--- config.mk ---
export PLATFORM = sky130hd
export DESIGN_NAME = cal_alarm
export DESIGN_NICKNAME = d
export VERILOG_FILES = /design/src/rtl/cal_alarm_pkg.sv /design/src/rtl/cal_alarm_regs.sv /design/src/rtl/cal_alarm_mode.sv /design/src/rtl/cal_alarm_match.sv /design/src/rtl/cal_alarm.sv
export SDC_FILE = /design/constraint.sdc
export NUM_CORES = 1
export LEC_CHECK = 0
export ABC_AREA = 1
export CORE_MARGIN = 10
export CORE_UTILIZATION = 54
export CTS_CLUSTER_DIAMETER = 50
export DETAILED_ROUTE_END_ITERATION = 8
export GPL_ROUTABILITY_DRIVEN = 0
export HOLD_SLACK_MARGIN = 0.15
export PLACE_DENSITY = 0.8
export SLEW_MARGIN = 20
export SYNTH_ARGS = -nofsm -noshare
export SYNTH_HDL_FRONTEND = slang
export SYNTH_SLANG_ARGS = --single-unit
--- constraint.sdc ---
create_clock -name clk -period 2.1 [get_ports clk]
set_input_delay 0.21 -clock clk [delete_from_list [all_inputs] [get_ports clk]]
set_output_delay 0.21 -clock clk [all_outputs]
set_load 0.01 [all_outputs]
--- src/rtl/cal_alarm_pkg.sv ---
package cal_alarm_pkg;

    localparam int BYTE_W   = 8;
    localparam int NFIELD   = 4;
    localparam int FLD_SEC  = 0;
    localparam int FLD_MIN  = 1;
    localparam int FLD_HOUR = 2;
    localparam int FLD_DATE = 3;
    localparam int ADDR_CTL = 4;

    typedef enum logic [2:0] {
        RPT_MONTH,
        RPT_DAY,
        RPT_HOUR,
        RPT_MIN,
        RPT_SEC
    } repeat_e;

    typedef enum logic [1:0] {
        ST_IDLE,
        ST_CHECK,
        ST_FIRE
    } ctl_state_e;

    typedef struct packed {
        logic [BYTE_W-1:0] date;
        logic [BYTE_W-1:0] hour;
        logic [BYTE_W-1:0] min;
        logic [BYTE_W-1:0] sec;
    } cal_t;

    // tens*10 + units; the largest case (7,15) = 85 fits in seven bits
    function automatic logic [6:0] bcd_decode(input logic [2:0] tens, input logic [3:0] units);
        return ({4'b0, tens} * 7'd10) + {3'b0, units};
    endfunction

    function automatic logic field_accepts(input int unsigned idx, input logic [BYTE_W-1:0] d);
        logic ok;
        case (idx)
            FLD_SEC, FLD_MIN: ok = bcd_decode(d[6:4], d[3:0]) <= 7'd59;
            FLD_HOUR:         ok = bcd_decode({1'b0, d[5:4]}, d[3:0]) <= 7'd23;
            FLD_DATE:         ok = bcd_decode({2'b0, d[4]}, d[3:0]) != 7'd0;
            default:          ok = 1'b0;
        endcase
        return ok;
    endfunction

endpackage

--- src/rtl/cal_alarm_regs.sv ---
module cal_alarm_regs
    import cal_alarm_pkg::*;
#(
    parameter int ADDR_W = 3
) (
    input  logic              clk,
    input  logic              rst_n,
    input  logic              we,
    input  logic [ADDR_W-1:0] addr,
    input  logic [BYTE_W-1:0] wdata,
    output logic [BYTE_W-1:0] rdata,
    output cal_t              alarm,
    output logic              irq_en
);

    logic [BYTE_W-1:0] fld_q [NFIELD];
    logic [BYTE_W-1:0] ctl_q;
    logic [NFIELD-1:0] fld_ok;
    logic [NFIELD-1:0] fld_sel;

    generate
        for (genvar i = 0; i < NFIELD; i++) begin : g_fld
            assign fld_sel[i] = (addr == ADDR_W'(i));
            assign fld_ok[i]  = field_accepts(i, wdata);

            always_ff @(posedge clk) begin
                if (!rst_n) begin
                    fld_q[i] <= '0;
                end else if (we && fld_sel[i] && fld_ok[i]) begin
                    fld_q[i] <= wdata;
                end
            end
        end
    endgenerate

    always_ff @(posedge clk) begin
        if (!rst_n) begin
            ctl_q <= '0;
        end else if (we && addr == ADDR_W'(ADDR_CTL)) begin
            ctl_q <= wdata;
        end
    end

    always_comb begin
        rdata = '0;
        for (int i = 0; i < NFIELD; i++) begin
            if (fld_sel[i]) rdata = fld_q[i];
        end
        if (addr == ADDR_W'(ADDR_CTL)) rdata = ctl_q;
    end

    assign alarm.sec  = fld_q[FLD_SEC];
    assign alarm.min  = fld_q[FLD_MIN];
    assign alarm.hour = fld_q[FLD_HOUR];
    assign alarm.date = fld_q[FLD_DATE];
    assign irq_en     = ctl_q[0];

endmodule

--- src/rtl/cal_alarm_mode.sv ---
module cal_alarm_mode
    import cal_alarm_pkg::*;
(
    input  logic [NFIELD-1:0] mask,
    output repeat_e           mode
);

    logic only_date, date_hour, date_hour_min;

    assign only_date     = (mask == 4'b1000);
    assign date_hour     = (mask == 4'b1100);
    assign date_hour_min = (mask == 4'b1110);

    always_comb begin
        if (mask == '0)         mode = RPT_MONTH;
        else if (only_date)     mode = RPT_DAY;
        else if (date_hour)     mode = RPT_HOUR;
        else if (date_hour_min) mode = RPT_MIN;
        else                    mode = RPT_SEC;
    end

endmodule

--- src/rtl/cal_alarm_match.sv ---
module cal_alarm_match
    import cal_alarm_pkg::*;
(
    input  repeat_e mode,
    input  cal_t    alarm,
    input  cal_t    now,
    output logic    hit
);

    logic sec_eq, min_eq, hour_eq, date_eq;

    assign sec_eq  = alarm.sec[6:0]  == now.sec[6:0];
    assign min_eq  = alarm.min[6:0]  == now.min[6:0];
    assign hour_eq = alarm.hour[5:0] == now.hour[5:0];
    assign date_eq = alarm.date[5:0] == now.date[5:0];

    always_comb begin
        unique case (mode)
            RPT_MONTH: hit = date_eq && hour_eq && min_eq && sec_eq;
            RPT_DAY:   hit = hour_eq && min_eq && sec_eq;
            RPT_HOUR:  hit = min_eq && sec_eq;
            RPT_MIN:   hit = sec_eq;
            RPT_SEC:   hit = 1'b1;
            default:   hit = 1'b0;
        endcase
    end

endmodule

--- src/rtl/cal_alarm.sv ---
module cal_alarm
    import cal_alarm_pkg::*;
#(
    parameter int ADDR_W = 3
) (
    input  logic              clk,
    input  logic              rst_n,
    input  logic              reg_we,
    input  logic [ADDR_W-1:0] reg_addr,
    input  logic [7:0]        reg_wdata,
    output logic [7:0]        reg_rdata,
    input  logic [7:0]        tod_sec,
    input  logic [7:0]        tod_min,
    input  logic [7:0]        tod_hour,
    input  logic [7:0]        tod_date,
    input  logic              sec_tick,
    output logic              alarm_irq
);

    cal_t        alarm_cfg;
    logic        irq_en;
    repeat_e     mode;
    logic        hit;
    cal_t        snap_q;
    ctl_state_e  state_q, state_d;

    cal_alarm_regs #(.ADDR_W(ADDR_W)) u_regs (
        .clk    (clk),
        .rst_n  (rst_n),
        .we     (reg_we),
        .addr   (reg_addr),
        .wdata  (reg_wdata),
        .rdata  (reg_rdata),
        .alarm  (alarm_cfg),
        .irq_en (irq_en)
    );

    cal_alarm_mode u_mode (
        .mask ({alarm_cfg.date[7], alarm_cfg.hour[7], alarm_cfg.min[7], alarm_cfg.sec[7]}),
        .mode (mode)
    );

    cal_alarm_match u_match (
        .mode  (mode),
        .alarm (alarm_cfg),
        .now   (snap_q),
        .hit   (hit)
    );

    // state register and time snapshot
    always_ff @(posedge clk) begin
        if (!rst_n) begin
            state_q <= ST_IDLE;
            snap_q  <= '0;
        end else begin
            state_q <= state_d;
            if (state_q == ST_IDLE && sec_tick) begin
                snap_q <= '{date: tod_date, hour: tod_hour, min: tod_min, sec: tod_sec};
            end
        end
    end

    always_comb begin
        state_d = state_q;
        unique case (state_q)
            ST_IDLE:  if (sec_tick) state_d = ST_CHECK;
            ST_CHECK: state_d = (hit && irq_en) ? ST_FIRE : ST_IDLE;
            ST_FIRE:  state_d = ST_IDLE;
            default:  state_d = ST_IDLE;
        endcase
    end

    // outputs
    always_comb begin
        alarm_irq = (state_q == ST_FIRE);
    end

endmodule

==> results_dict.tcl <==
set metrics [dict create \
    finalHoldViolCount 0 \
    antenna_found_initial 0 \
    fin_ws_ns -0.0239 \
    clk_pin_slew_ns 0.07 \
    min_path_type "in2reg" \
    final_nets 593 \
    grt_overflow_total 0 \
    vias_per_cell 5.52 \
    cts_sinks 68 \
    cellLeakagePower_nw 2.08 \
    die_area_sq_um 10100 \
    maxCapViolCount 0 \
    end_kind "primary output" \
    yosysWarnings 0 \
    netlist_area_sq_um 3510 \
    gr-usage-all-layers_pct 19.0 \
    fmax_ghz 0.471 \
    grt_pass1_wl_mm 15.5 \
    crit_type "in2out" \
    die_y_microns 101 \
    start_kind "input pin" \
    min-delay-start "reg_wdata[1]" \
    dp_hpwl_mm 7.06 \
    final-seq-area_sq_um 1680 \
    cellInternalPower_mw 2.32 \
    ctsHoldBuffers 0 \
    worstRegToRegCells 4 \
    clock_skew_ns 0.00905 \
    met2_usage_pct 32.7 \
    critical-path-slowest-cell "clkdlybuf4s50_1" \
    outcome "complete, but fails checks" \
    drt_wl_total_mm 9.96 \
    synth.distinct_cells 32 \
    p_sw_share_pct 27.8 \
    area_delta_synth_final_pct 34.5 \
    setup_tns_ns -0.0239 \
    io_pins 56 \
    fin_cells 619 \
    cp.required_ns 1.89 \
    first_pass_iters 5 \
    met1_usage_pct 22.4 \
    path_cells "clkdlybuf4s50_1 > buf_6 > nor3_4 > buf_4 > buf_4 > a221oi_2 > nand3_1 > dlygate4sd2_1" \
    post-route-util_pct 74.4 \
    cp_max_fo 7 \
    power_frac_seq_pct 48.1 \
    synth_area_per_cell_sq_um 7.94 \
    reg2reg_slack_ns 0.54 \
    fin_crit_sh_pct 101 \
    syn_nets 498 \
    grt_pass1_vias 3281 \
    p_sw_mw 0.894 \
    die_w_microns 101 \
    ys_seq_elements 68 \
    cts_buffers 9 \
    numPortBuffers 49 \
    pwr-share-comb_pct 18.2 \
    syn_inst 442 \
    diodes 0 \
    wl_per_cell_microns 16.1 \
    grtUsageMet3_pct 4.18 \
    rows 29 \
    cts_root_buf "clkbuf_8" \
    rsz0062_at_grt "yes" \
    synth_edf_count 32 \
    worstHoldPathCells 3 \
    slew_violations 0 \
    vias 3418 \
    powerDensity_nw_per_um2 680 \
    rr_startpoint "u_regs.fld_q[0][5]" \
    period_minus_slack_ns 2.12 \
    yosysSeqAreaShare_pct 47.9 \
    ir_worst_vdd_mv 0.494 \
    crit_top_cell "buf_4" \
    nFillCells 434 \
    drt_iter0_markers 398 \
    critical_path_arrival_ns 1.91 \
    drc 0 \
    whs_ns 0.218 \
    antenna_left 0 \
    drive_above_1_share_pct 16.4 \
    clock_latency_ns 0.35 \
    multi_input_area_sq_um 1650 \
    dp_cells 596 \
    reg2reg_to "state_q[1]" \
    grt_busiest_layer "met2" \
    ys_async_sr_fraction_pct 0 \
    synthFlopType "dfxtp_1" \
    slew-limit-headroom_pct 62.0 \
    max_stage_delay_ns 0.47 \
    cts_tree "built" \
    initial_core_util_pct 55.3 \
    tightest_slew_ns 0.565 \
    core_area_sq_um 6350 \
    grt_max_degree 18 \
    finalSetupViolCount 1 \
    cts_htree_levels 3 \
    total_power_mw 3.21 \
    worstHoldEndpoint "u_regs.ctl_q[1]" \
    cts_buffer_depth 2 \
    pwr-share-clk_pct 33.8 \
    violations "setup timing" \
]
## power groups by stage
stage	Clock [mW]	Combinational, mW	Sequential, mW
global route	1.14	0.646	1.55
floorplan	0	0.293	1.54
finish	1.09	0.583	1.54
CTS	1.07	0.554	1.54
detailed placement	0	0.550	1.57
global placement	0	0.533	1.56
## metrics by stage
stage	instance area, sq um	setup WS [ns]
CTS	4630	-0.0142
finish	4720	-0.0239
global route	4720	-0.0567
global placement	4390	-0.360
detailed placement	4390	-0.420
floorplan	3510	0.160
## routing by layer
layer	share of wire [%]	wire (microns)	up-vias
li1	-	-	1645
met1	40	3970	1573
met5	0	0	-
met3	7.2	714	32
met2	50	4960	168
met4	3.2	323	0
## critical path, delay by kind of cell
kind / cells / cell delay [ns]
buffers and inverters: 5 / 1.23
and+or+nand+nor: 2 / 0.19
AOI/OAI and AO/OA: 1 / 0.28
## cells by family after synthesis
group	synth area share, %
compound gates	11.0
simple gates	27.7
flops	47.9
xor+xnor	2.49
fa+ha+maj	3.42
buf+inv	7.52
## area by class of cell
type / count / area share, %
well taps: 77 / 2.04
repair buffers: 95 / 18.6
multi-input cells: 307 / 35.0
clock buffers: 12 / 3.74
flip-flops and latches: 68 / 35.6
inverters: 56 / 4.45
clock inverters: 4 / 0.609
## synthesized netlist by cell type, types with 2 or more instances
library cell	instances	area share [%]
inv_1	52	5.6
nor2_1	77	8.2
inv_2	2	0.21
nand3_1	31	4.4
clkinv_1	2	0.21
nand2_1	94	10
clkbuf_1	8	0.86
ha_1	8	2.9
xor2_1	5	1.2
dfxtp_1	36	21
xnor2_1	5	1.2
nor3_4	3	1.4
nor4_1	2	0.36
edfxtp_1	32	27
nand4_1	3	0.53
o21ai_0	31	4.4
a21oi_1	29	4.1
a221oi_1	8	2.0
## worst max-delay path by stage
| stage | startpoint | endpoint | slack (ns) | cells after the start |
|---|---|---|---|---|
| 6_report | reg_addr[2] | reg_rdata[0] | -0.02 | 8 |
| 5_1_grt | reg_addr[2] | reg_rdata[6] | -0.06 | 9 |
| 4_1_cts | reg_addr[2] | reg_rdata[6] | -0.01 | 9 |
| 3_5_place_dp | reg_wdata[1] | u_regs.fld_q[0][0] | -0.42 | 9 |
| 3_3_place_gp | reg_wdata[1] | u_regs.fld_q[0][1] | -0.36 | 9 |
| 2_1_floorplan | reg_wdata[1] | u_regs.fld_q[0][0] | 0.16 | 8 |
## state kept, by name, summed over array words and instances, names as in the netlist
| register | cells |
|---|---|
| snap_q | 26 |
| state_q | 2 |
| u_regs.ctl_q | 8 |
| u_regs.fld_q | 32 |
## cell usage in the layout, fill, tap and decap left out, types with 2 or more instances in the layout
cell type	instances
nor2_1	76
inv_1	51
xnor2_1	5
clkbuf_2	3
xor2_1	5
dlygate4sd2_1	6
o21ai_0	30
inv_2	3
buf_12	4
clkinvlp_4	2
edfxtp_1	32
nand2_1	93
nand3_1	31
buf_4	41
a221oi_1	3
clkinv_1	2
dlymetal6s2s_1	4
clkdlybuf4s50_1	36
ha_4	2
ha_1	5
nor4_1	2
nand4_1	3
clkbuf_8	11
dfxtp_1	36
nor3_4	4
a21oi_1	28
a221oi_2	4
## repair_timing
action / CTS / global route
pin swaps: 1 / 6
buffers inserted: 3 / 5
setup endpoints to repair: 24 / 43
resized for setup: 15 / 21
Power figures use the tool's default switching activity.
